File: src/rtl/pdac_pkg.sv
package pdac_pkg;
    typedef enum logic [1:0] {
        ST_IDLE,
        ST_CAPT,
        ST_COMMIT,
        ST_DROP
    } wr_state_e;

    localparam int SYS_SEL_BIT = 9;
    localparam int SUB_SEL_BIT = 8;
    localparam int SW_CLR_BIT  = 4;
    localparam int CH_CLR_BIT  = 3;
    localparam int SYS_FIELDS  = 4;
    localparam int CH_FIELDS   = 3;
endpackage

File: src/rtl/pdac_sync.sv
module pdac_sync #(
    parameter int         W  = 1,
    parameter logic [W-1:0] RV = '0
) (
    input  logic         clk,
    input  logic         rst_n,
    input  logic [W-1:0] din,
    output logic [W-1:0] dout
);
    logic [W-1:0] meta_q;
    logic [W-1:0] sync_q;

    always_ff @(posedge clk) begin
        if (!rst_n) begin
            meta_q <= RV;
            sync_q <= RV;
        end else begin
            meta_q <= din;
            sync_q <= meta_q;
        end
    end

    assign dout = sync_q;
endmodule

File: src/rtl/pdac_wr_fsm.sv
module pdac_wr_fsm
    import pdac_pkg::*;
#(
    parameter int AW = 2,
    parameter int DW = 10
) (
    input  logic          clk,
    input  logic          rst_n,
    input  logic          wr_s,
    input  logic          cs_s,
    input  logic          mode_s,
    input  logic [AW-1:0] addr_s,
    input  logic [DW-1:0] data_s,
    input  logic          ldac_s,
    output logic          commit,
    output logic          h_mode,
    output logic [AW-1:0] h_addr,
    output logic [DW-1:0] h_data,
    output logic          h_ldac
);
    wr_state_e state_q;
    wr_state_e state_n;
    logic      capture;

    always_comb begin
        state_n = state_q;
        unique case (state_q)
            ST_IDLE: begin
                if (!wr_s && !cs_s)     state_n = ST_CAPT;
                else if (!wr_s && cs_s) state_n = ST_DROP;
            end
            ST_CAPT: begin
                if (wr_s)      state_n = ST_COMMIT;
                else if (cs_s) state_n = ST_DROP;
            end
            ST_COMMIT: state_n = ST_IDLE;
            ST_DROP: begin
                if (wr_s) state_n = ST_IDLE;
            end
            default: state_n = ST_IDLE;
        endcase
    end

    always_ff @(posedge clk) begin
        if (!rst_n) state_q <= ST_IDLE;
        else        state_q <= state_n;
    end

    assign capture = ((state_q == ST_IDLE) || (state_q == ST_CAPT)) && !wr_s && !cs_s;
    assign commit  = (state_q == ST_COMMIT);

    always_ff @(posedge clk) begin
        if (!rst_n) begin
            h_mode <= 1'b0;
            h_addr <= '0;
            h_data <= '0;
            h_ldac <= 1'b1;
        end else if (capture) begin
            h_mode <= mode_s;
            h_addr <= addr_s;
            h_data <= data_s;
            h_ldac <= ldac_s;
        end
    end
endmodule

File: src/rtl/pdac_regbank.sv
module pdac_regbank
    import pdac_pkg::*;
#(
    parameter int NCH = 4,
    parameter int DW  = 10,
    parameter int SW  = 8,
    parameter int AW  = 2
) (
    input  logic                     clk,
    input  logic                     rst_n,
    input  logic                     commit,
    input  logic                     h_mode,
    input  logic [AW-1:0]            h_addr,
    input  logic [DW-1:0]            h_data,
    input  logic                     h_ldac,
    input  logic                     ldac_s,
    input  logic                     clr_s,
    output logic [NCH*DW-1:0]        main_code,
    output logic [NCH*SW-1:0]        sub_code,
    output logic [SYS_FIELDS-1:0]    sys_ctrl,
    output logic [NCH*CH_FIELDS-1:0] ch_ctrl
);
    localparam logic [DW-1:0] MAIN_MID = {1'b1, {(DW-1){1'b0}}};
    localparam logic [SW-1:0] SUB_MID  = {1'b1, {(SW-1){1'b0}}};

    function automatic logic [DW-1:0] clr_code(input logic twos, input logic to_bias);
        return (twos ^ to_bias) ? MAIN_MID : '0;
    endfunction

    logic [SYS_FIELDS-1:0] sys_q;
    logic                  sys_wr, ch_wr, sub_wr, main_wr, sw_clr;
    logic [DW-1:0]         cmd_clr_val;
    logic [DW-1:0]         pin_clr_val;

    assign sys_wr  = commit && !h_mode && h_data[SYS_SEL_BIT];
    assign sub_wr  = commit && !h_mode && !h_data[SYS_SEL_BIT] && h_data[SUB_SEL_BIT];
    assign ch_wr   = commit && !h_mode && !h_data[SYS_SEL_BIT] && !h_data[SUB_SEL_BIT];
    assign main_wr = commit && h_mode;
    assign sw_clr  = sys_wr && h_data[SW_CLR_BIT];

    assign cmd_clr_val = sys_wr ? clr_code(h_data[0], h_data[1]) : clr_code(sys_q[0], sys_q[1]);
    assign pin_clr_val = clr_code(sys_q[0], sys_q[1]);

    always_ff @(posedge clk) begin
        if (!rst_n)      sys_q <= '0;
        else if (sys_wr) sys_q <= h_data[SYS_FIELDS-1:0];
    end

    assign sys_ctrl = sys_q;

    for (genvar c = 0; c < NCH; c++) begin : g_ch
        logic [DW-1:0]        dm_q, dm_n, dacm_q, dacm_n;
        logic [SW-1:0]        ds_q, ds_n, dacs_q, dacs_n;
        logic [CH_FIELDS-1:0] cc_q, cc_n;
        logic                 sel;

        assign sel = (h_addr == AW'(c));

        always_comb begin
            dm_n   = dm_q;
            dacm_n = dacm_q;
            ds_n   = ds_q;
            dacs_n = dacs_q;
            cc_n   = cc_q;
            if (!clr_s) begin
                dm_n   = pin_clr_val;
                dacm_n = pin_clr_val;
                ds_n   = SUB_MID;
                dacs_n = SUB_MID;
            end else begin
                if (main_wr && sel) dm_n = h_data;
                if (sub_wr && sel)  ds_n = h_data[SW-1:0];
                if (ch_wr && sel)   cc_n = h_data[CH_FIELDS-1:0];
                if (!ldac_s || ((main_wr || sub_wr) && sel && !h_ldac)) begin
                    dacm_n = dm_n;
                    dacs_n = ds_n;
                end
                if (sw_clr || (ch_wr && sel && h_data[CH_CLR_BIT])) begin
                    dm_n   = cmd_clr_val;
                    dacm_n = cmd_clr_val;
                end
            end
        end

        always_ff @(posedge clk) begin
            if (!rst_n) begin
                dm_q   <= clr_code(1'b0, 1'b0);
                dacm_q <= clr_code(1'b0, 1'b0);
                ds_q   <= SUB_MID;
                dacs_q <= SUB_MID;
                cc_q   <= '0;
            end else begin
                dm_q   <= dm_n;
                dacm_q <= dacm_n;
                ds_q   <= ds_n;
                dacs_q <= dacs_n;
                cc_q   <= cc_n;
            end
        end

        assign main_code[c*DW +: DW]               = dacm_q;
        assign sub_code[c*SW +: SW]                = dacs_q;
        assign ch_ctrl[c*CH_FIELDS +: CH_FIELDS]   = cc_q;
    end
endmodule

File: src/rtl/pdac_wr_if.sv
module pdac_wr_if
    import pdac_pkg::*;
#(
    parameter int NCH = 4,
    parameter int DW  = 10,
    parameter int SW  = 8,
    parameter int AW  = $clog2(NCH)
) (
    input  logic                     clk,
    input  logic                     rst_n,
    input  logic                     cs_n,
    input  logic                     wr_n,
    input  logic                     mode,
    input  logic [AW-1:0]            addr,
    input  logic [DW-1:0]            data,
    input  logic                     ldac_n,
    input  logic                     clr_n,
    output logic [NCH*DW-1:0]        main_code,
    output logic [NCH*SW-1:0]        sub_code,
    output logic [SYS_FIELDS-1:0]    sys_ctrl,
    output logic [NCH*CH_FIELDS-1:0] ch_ctrl
);
    localparam int BUS_W = 1 + AW + DW;

    logic             wr_s, cs_s, ldac_s, clr_s;
    logic [BUS_W-1:0] bus_s;
    logic             mode_s;
    logic [AW-1:0]    addr_s;
    logic [DW-1:0]    data_s;

    logic             commit, h_mode, h_ldac;
    logic [AW-1:0]    h_addr;
    logic [DW-1:0]    h_data;

    pdac_sync #(.W(4), .RV(4'hF)) u_sync_ctl (
        .clk  (clk),
        .rst_n(rst_n),
        .din  ({wr_n, cs_n, ldac_n, clr_n}),
        .dout ({wr_s, cs_s, ldac_s, clr_s})
    );

    pdac_sync #(.W(BUS_W), .RV('0)) u_sync_bus (
        .clk  (clk),
        .rst_n(rst_n),
        .din  ({mode, addr, data}),
        .dout (bus_s)
    );

    assign {mode_s, addr_s, data_s} = bus_s;

    pdac_wr_fsm #(.AW(AW), .DW(DW)) u_fsm (
        .clk   (clk),
        .rst_n (rst_n),
        .wr_s  (wr_s),
        .cs_s  (cs_s),
        .mode_s(mode_s),
        .addr_s(addr_s),
        .data_s(data_s),
        .ldac_s(ldac_s),
        .commit(commit),
        .h_mode(h_mode),
        .h_addr(h_addr),
        .h_data(h_data),
        .h_ldac(h_ldac)
    );

    pdac_regbank #(.NCH(NCH), .DW(DW), .SW(SW), .AW(AW)) u_regs (
        .clk      (clk),
        .rst_n    (rst_n),
        .commit   (commit),
        .h_mode   (h_mode),
        .h_addr   (h_addr),
        .h_data   (h_data),
        .h_ldac   (h_ldac),
        .ldac_s   (ldac_s),
        .clr_s    (clr_s),
        .main_code(main_code),
        .sub_code (sub_code),
        .sys_ctrl (sys_ctrl),
        .ch_ctrl  (ch_ctrl)
    );
endmodule

File: config.mk
export PLATFORM = sky130hd
export DESIGN_NAME = pdac_wr_if
export DESIGN_NICKNAME = d
export VERILOG_FILES = /design/src/rtl/pdac_pkg.sv /design/src/rtl/pdac_sync.sv /design/src/rtl/pdac_wr_fsm.sv /design/src/rtl/pdac_regbank.sv /design/src/rtl/pdac_wr_if.sv
export SDC_FILE = /design/constraint.sdc
export NUM_CORES = 1
export LEC_CHECK = 0
export ABC_CLOCK_PERIOD_IN_PS = 2150
export BUFFER_PORTS_ARGS = -buffer_cell sky130_fd_sc_hd__buf_2
export CORE_ASPECT_RATIO = 0.9
export CORE_MARGIN = 5
export CORE_UTILIZATION = 50
export DETAILED_ROUTE_END_ITERATION = 10
export HOLD_SLACK_MARGIN = 0.12
export PLACE_DENSITY = 0.77
export SYNTH_ARGS = -nofsm -noshare
export SYNTH_HDL_FRONTEND = slang
export SYNTH_SLANG_ARGS = --single-unit
File: constraint.sdc
create_clock -name clk -period 2.15 [get_ports clk]
set_input_delay 0.43 -clock clk [delete_from_list [all_inputs] [get_ports clk]]
set_output_delay 0.43 -clock clk [all_outputs]
set_load 0.01 [all_outputs]
# [Word level (Yosys, flattened, before mapping)]
# Cells that the tools add are included.
[totals] output_inout_bits=88 input_bits=19 ff_bits=210 elab_cells=142
[classes] eq_ne=13 reduce_logical=60 mux=37 bitwise_logic=2
[op_table] op="$mux 10" n=27
[op_table] op="$logic_and 1x1->1" n=35
[op_table] op="$mux 8" n=4
[op_table] op="$ne 3x1->1 const B" n=5
[op_table] op="$logic_or 1x1->1" n=10
[op_table] op="$mux 2" n=5
[op_table] op="$reduce_and 2->1" n=5
[op_table] op="$eq 2x2->1 const B" n=4
[op_table] op="$pmux 2 s4" n=1
[op_table] op="$logic_not 1->1" n=7
[op_table] op="$eq 2x1->1 const B" n=2
[op_table] op="$logic_not 2->1" n=2
[op_table] op="$ne 3x3->1 const B" n=1
[op_table] op="$reduce_and 3->1" n=1
[op_table] op="$ne 2x2->1 const B" n=1
[op_table] op="$xor 1x1->1" n=2

# [Depth between registers and ports, before layout]
[depth] depth_word=11 ltp_mapped=8 mapped_depth_nobuf=5

# [Cells and area by module]
# Synthesis repeated with hierarchy kept, for this count alone.
[unflattened] hier_cells=734 hier_area_um2=7548.5
[by_module_without_submodules] module="pdac_regbank" n_inst=1 area_each_um2=5968.2 cells_per_inst=595 seq_area_each_um2=3203.1
[by_module_without_submodules] module="pdac_sync at u_sync_bus" n_inst=1 area_each_um2=730.7 cells_per_inst=54 seq_area_each_um2=520.5
[by_module_without_submodules] module="pdac_wr_fsm" n_inst=1 area_each_um2=639.4 cells_per_inst=69 seq_area_each_um2=320.3
[by_module_without_submodules] module="pdac_sync at u_sync_ctl" n_inst=1 area_each_um2=210.2 cells_per_inst=16 seq_area_each_um2=160.2

# [Worst setup path before layout]
# No wires, ideal clock.
[synth_timing] kind="reg-to-reg" from="reg u_fsm.h_mode" to="reg u_regs.g_ch[3].ds_q[7]" arrival_ns=1.785 path_stages_with_launch=6 slack_ns=0.245 required_time_ns=2.030 path_buffers=1 cell_sequence="dfxtp_1 buf_6 nor4b_4 nand4_4 mux2_4 or2_1"
[synth_via] elab_chain_cells=6
[synth_rtl] element="start, declared" line="pdac_wr_fsm.sv:16" rtl="output logic h_mode,"
[synth_rtl] element="start signal, assigned" line="pdac_wr_fsm.sv:59" rtl="h_mode <= mode_s;"
[synth_rtl] element="$logic_not 1->1" line="pdac_regbank.sv:36" rtl="assign sub_wr = commit && !h_mode && !h_data[SYS_SEL_BIT] && h_data[SUB_SEL_BIT];"
[synth_rtl] element="$logic_and 1x1->1 (3 in a row)" line="pdac_regbank.sv:36"
[synth_rtl] element="$logic_and 1x1->1" line="pdac_regbank.sv:72" rtl="if (sub_wr && sel) ds_n = h_data[SW-1:0];"
[synth_rtl] element="$mux 8" line="pdac_regbank.sv:72"
[synth_rtl] element="end signal, assigned" line="pdac_regbank.sv:95" rtl="ds_q <= ds_n;"
[synth_rtl] element="end, declared" line="pdac_regbank.sv:53" rtl="logic [SW-1:0] ds_q, ds_n, dacs_q, dacs_n;"
# No other way between the ends.
# A chain may end at the register's enable or synchronous reset.

# [Final worst setup path]
[layout_timing] from="reg u_fsm.state_q[1]" to="reg u_regs.g_ch[3].dacm_q[9]"
[layout_via] elab_chain_cells=9 elab_cells_between_ends=22 cone_classes="eq/ne: 2; mux: 5; reduce/logical: 15"
[layout_rtl] element="start, declared" line="pdac_wr_fsm.sv:21" rtl="wr_state_e state_q;"
[layout_rtl] element="start signal, assigned" line="pdac_wr_fsm.sv:46" rtl="else state_q <= state_n;"
[layout_rtl] element="$eq 2x2->1 (*)" line="pdac_wr_fsm.sv:50" rtl="assign commit = (state_q == ST_COMMIT);"
[layout_rtl] element="$logic_and 1x1->1" line="pdac_regbank.sv:35, pdac_regbank.sv:36, pdac_regbank.sv:37"
[layout_rtl] element="$logic_and 1x1->1" line="pdac_regbank.sv:36, pdac_regbank.sv:37"
[layout_rtl] element="$logic_and 1x1->1, on equally long branches" line="pdac_regbank.sv:36, pdac_regbank.sv:37"
[layout_rtl] element="$logic_or 1x1->1 or $logic_and 1x1->1 (tied branches)" line="pdac_regbank.sv:74, pdac_regbank.sv:78"
[layout_rtl] element="$logic_and 1x1->1, on equally long branches" line="pdac_regbank.sv:74, pdac_regbank.sv:78"
[layout_rtl] element="$logic_and 1x1->1 or $logic_or 1x1->1 (tied branches)" line="pdac_regbank.sv:74, pdac_regbank.sv:78"
[layout_rtl] element="$logic_or 1x1->1 or $mux 10 (tied branches)" line="pdac_regbank.sv:74, pdac_regbank.sv:78"
[layout_rtl] element="$ne 3x1->1 (no source line) or $mux 10 (tied branches)"
[layout_rtl] element="end signal, assigned" line="pdac_regbank.sv:88" rtl="dacm_q <= clr_code(1'b0, 1'b0);"
[layout_rtl] element="end signal, assigned" line="pdac_regbank.sv:94" rtl="dacm_q <= dacm_n;"
[layout_rtl] element="end, declared" line="pdac_regbank.sv:52" rtl="logic [DW-1:0] dm_q, dm_n, dacm_q, dacm_n;"
# Every way passes the cells marked *; elsewhere a longest branch is shown, timed or not. The select of a mux whose other input is x is not followed.

==> impl_metrics.py <==
metrics = {
    "yosys": {
        "synth_fp_nets": 775,
        "synthCells": 756,
        "avgSynthCellArea_um2": 10.0,
        "yosysUniqueCellTypes": 51,
        "ys_async_sr_fraction_pct": 0,
        "syn_area_mm2": 0.00759,
        "ys.flop_type": "dfxtp_1",
        "yosysSeqAreaShare_pct": 55.4,
        "yosys_warnings": 0,
        "synth_edf_count": 0,
        "synth_seq_cells": 210,
    },
    "place": {
        "hpwl_mm": 11.2,
        "gp_congestion": 0.930,
        "portBuffers": 106,
        "placed_area_mm2": 0.00841,
        "dp_cells": 1034,
        "pre_cts_slack_ns": 0.157,
    },
    "global_routing": {
        "grt_start_max_net_pins": 72,
        "grtUsageTotal_pct": 18.3,
        "antenna_found_initial": 0,
        "grt_pass1_vias": 5159,
        "grt_first_pass_wirelength_mm": 26.9,
        "overflow": 0,
    },
    "route": {
        "vias_per_cell": 5.10,
        "routedWlPerCell_um": 15.6,
        "drtIter0Drc": 414,
        "route.detailed.drc": 0,
        "first_pass_iters": 5,
        "ant_nets": 0,
        "wl_mm": 16.8,
        "via_count": 5481,
    },
    "sta": {
        "final-hold-violation-count": 0,
        "setup_viol": 0,
        "worst_slew_pin_slew_ns": 0.619,
        "fin_worst_skew_ns": 0.0114,
        "rsz0062_at_grt": "false",
        "fmax_mhz": 494,
        "max_slew_margin_pct": 58.6,
        "fin_setup_tns_ns": 0,
        "fin_hold_ws_ns": 0.149,
        "slew_viol_final": 0,
        "period_share_pct": 94.2,
        "min_period_ns": 2.03,
        "setup_slack_ns": 0.125,
    },
    "clock_network": {
        "cts_sinks": 210,
        "cts_hold_buf": 4,
        "htreeDepth": 1,
        "ctsResizeCount": 0,
        "root_buffer": "clkbuf_16",
        "path_clk_slew_ns": 0.07,
        "cts_buffers": 21,
        "post_cts_buffers": 0,
        "clock_latency_ns": 0.49,
        "cts_tree": "built",
        "cts_buffer_depth": 3,
    },
    "job": {
        "cap_violations": 0,
    },
    "worst_setup_path": {
        "r2r_end": "u_regs.g_ch[3].dacm_q[9]",
        "path_class": "register to register",
        "crit_fanout": 11,
        "crit_required_ns": 2.51,
        "endpoint_kind": "register",
        "timing.rr.start": "u_fsm.state_q[1]",
        "r2r_cells": 5,
        "critPathArrivalTime_ns": 2.39,
        "cp-start-kind": "register",
        "rrSetupSlack_ns": 0.12,
    },
    "worst_hold_path": {
        "holdPathEnd": "u_sync_bus.meta_q[10]",
        "hold_depth": 2,
        "min_from": "addr[0]",
        "hold_class": "input port to register",
    },
    "die": {
        "ios": 107,
        "fp.dieH_um": 127,
        "initial_core_util_pct": 51.2,
        "rows": 42,
        "dieArea_mm2": 0.0178,
        "core_mm2": 0.0148,
        "die_w_um": 140,
    },
    "layout": {
        "final_cell_mix": "210 x dfxtp_1, 130 x nor2_1, 106 x buf_2, 78 x mux2i_1, 63 x a211oi_1",
        "syn_to_final_growth_pct": 20.8,
        "antenna_cells": 0,
        "post-route-util_pct": 61.9,
        "drive_gt1_share_pct": 21.8,
        "layout.nets": 882,
        "layout_commonest_cell": "dfxtp_1",
        "postLayoutCellArea_mm2": 0.00917,
        "fillers": 1236,
        "stdcell_count": 1074,
    },
    "pwr": {
        "p_per_area_mw_per_mm2": 884,
        "vdd_drop_max_mv": 0.554,
        "finalPower_mw": 8.11,
        "p_leak_nw": 3.87,
    },
    "status": {
        "status": "finished clean",
    },
}
Yosys cell counts, types with 3 or more instances:
library cell	count	share of area, %
a31oi_1	3	0.25
o2111ai_1	3	0.35
o21ai_1	3	0.20
nand3_4	3	0.69
o21ai_0	9	0.59
clkbuf_1	34	1.7
nand2_1	51	2.5
nand2b_1	12	0.99
nor2_1	130	6.4
or3_1	4	0.33
nor2_2	3	0.25
nand3_1	11	0.72
a21boi_0	23	2.3
a21oi_1	3	0.20
nor3_1	4	0.26
o211ai_1	3	0.30
and2_1	30	2.5
nor2b_1	16	1.3
or2_1	3	0.25
buf_2	16	1.1
dfxtp_1	210	55
buf_4	4	0.40
a211oi_1	63	6.2
inv_1	4	0.20
mux2_2	3	0.44
mux2i_1	78	10
cell type report:
cell class | instances | area [um^2] | area share (%)
multi-input cells | 486 | 3130 | 34.1
inverters | 4 | 15.0 | 0.164
well taps | 198 | 248 | 2.70
clock inverters | 4 | 70.1 | 0.764
repair buffers | 140 | 858 | 9.36
clock buffers | 32 | 647 | 7.05
flip-flops and latches | 210 | 4200 | 45.8
power breakdown:
part	switching [mW]	total (mW)	internal, mW
clock network	1.41	3.71	2.30
registers	0.0468	4.03	3.98
logic	0.208	0.367	0.159
worst max-delay path by stage:
stage | cells past startpoint | end | start | slack [ns]
2_1_floorplan | 5 | u_regs.g_ch[3].ds_q[7] | u_fsm.h_mode | 0.24
3_3_place_gp | 5 | u_regs.g_ch[3].cc_q[0] | u_fsm.state_q[1] | 0.24
3_5_place_dp | 5 | u_regs.g_ch[3].dacm_q[9] | u_fsm.state_q[1] | 0.16
4_1_cts | 5 | u_regs.g_ch[3].dacm_q[9] | u_fsm.state_q[1] | 0.13
5_1_grt | 5 | u_regs.g_ch[3].dacm_q[9] | u_fsm.state_q[1] | 0.005
6_report | 5 | u_regs.g_ch[3].dacm_q[9] | u_fsm.state_q[1] | 0.12
kinds of logic (layout without fill, tap and decap cells):
group / after synthesis / after routing / share of synthesized area (%)
compound gates: 119 / 119 / 11.4
xor+xnor: 2 / 2 / 0.231
buf+inv: 60 / 180 / 3.62
flops: 210 / 210 / 55.4
mux: 82 / 82 / 10.9
simple gates: 283 / 283 / 18.4
per-layer routing:
layer	global-route usage [%]	vias up	part of all wire [%]
met3	3.76	31	6.0
li1	-	2799	-
met1	25.7	2507	47
met5	0	-	0
met4	5.64	0	2.4
met2	28.7	144	45
flip-flops by register name (all words and copies together), names as in the netlist:
signal	flops
u_regs.g_ch.dm_q	40
u_fsm.h_addr	2
u_fsm.h_mode	1
u_regs.g_ch.dacm_q	40
u_fsm.state_q	2
u_regs.g_ch.dacs_q	32
u_fsm.h_ldac	1
u_regs.g_ch.cc_q	12
u_regs.g_ch.ds_q	32
u_fsm.h_data	10
u_sync_bus.meta_q	13
u_sync_ctl.dout	4
u_sync_ctl.meta_q	4
u_sync_bus.dout	13
u_regs.sys_ctrl	4
critical path: stages, from the launching register on:
cell and delay (ns):
dfxtp_1 0.48, or4b_4 0.53, nor3_1 0.43, o21ai_0 0.14
a31oi_1 0.23, a21oi_1 0.09
Note: power is estimated with default switching activity, not from simulation.
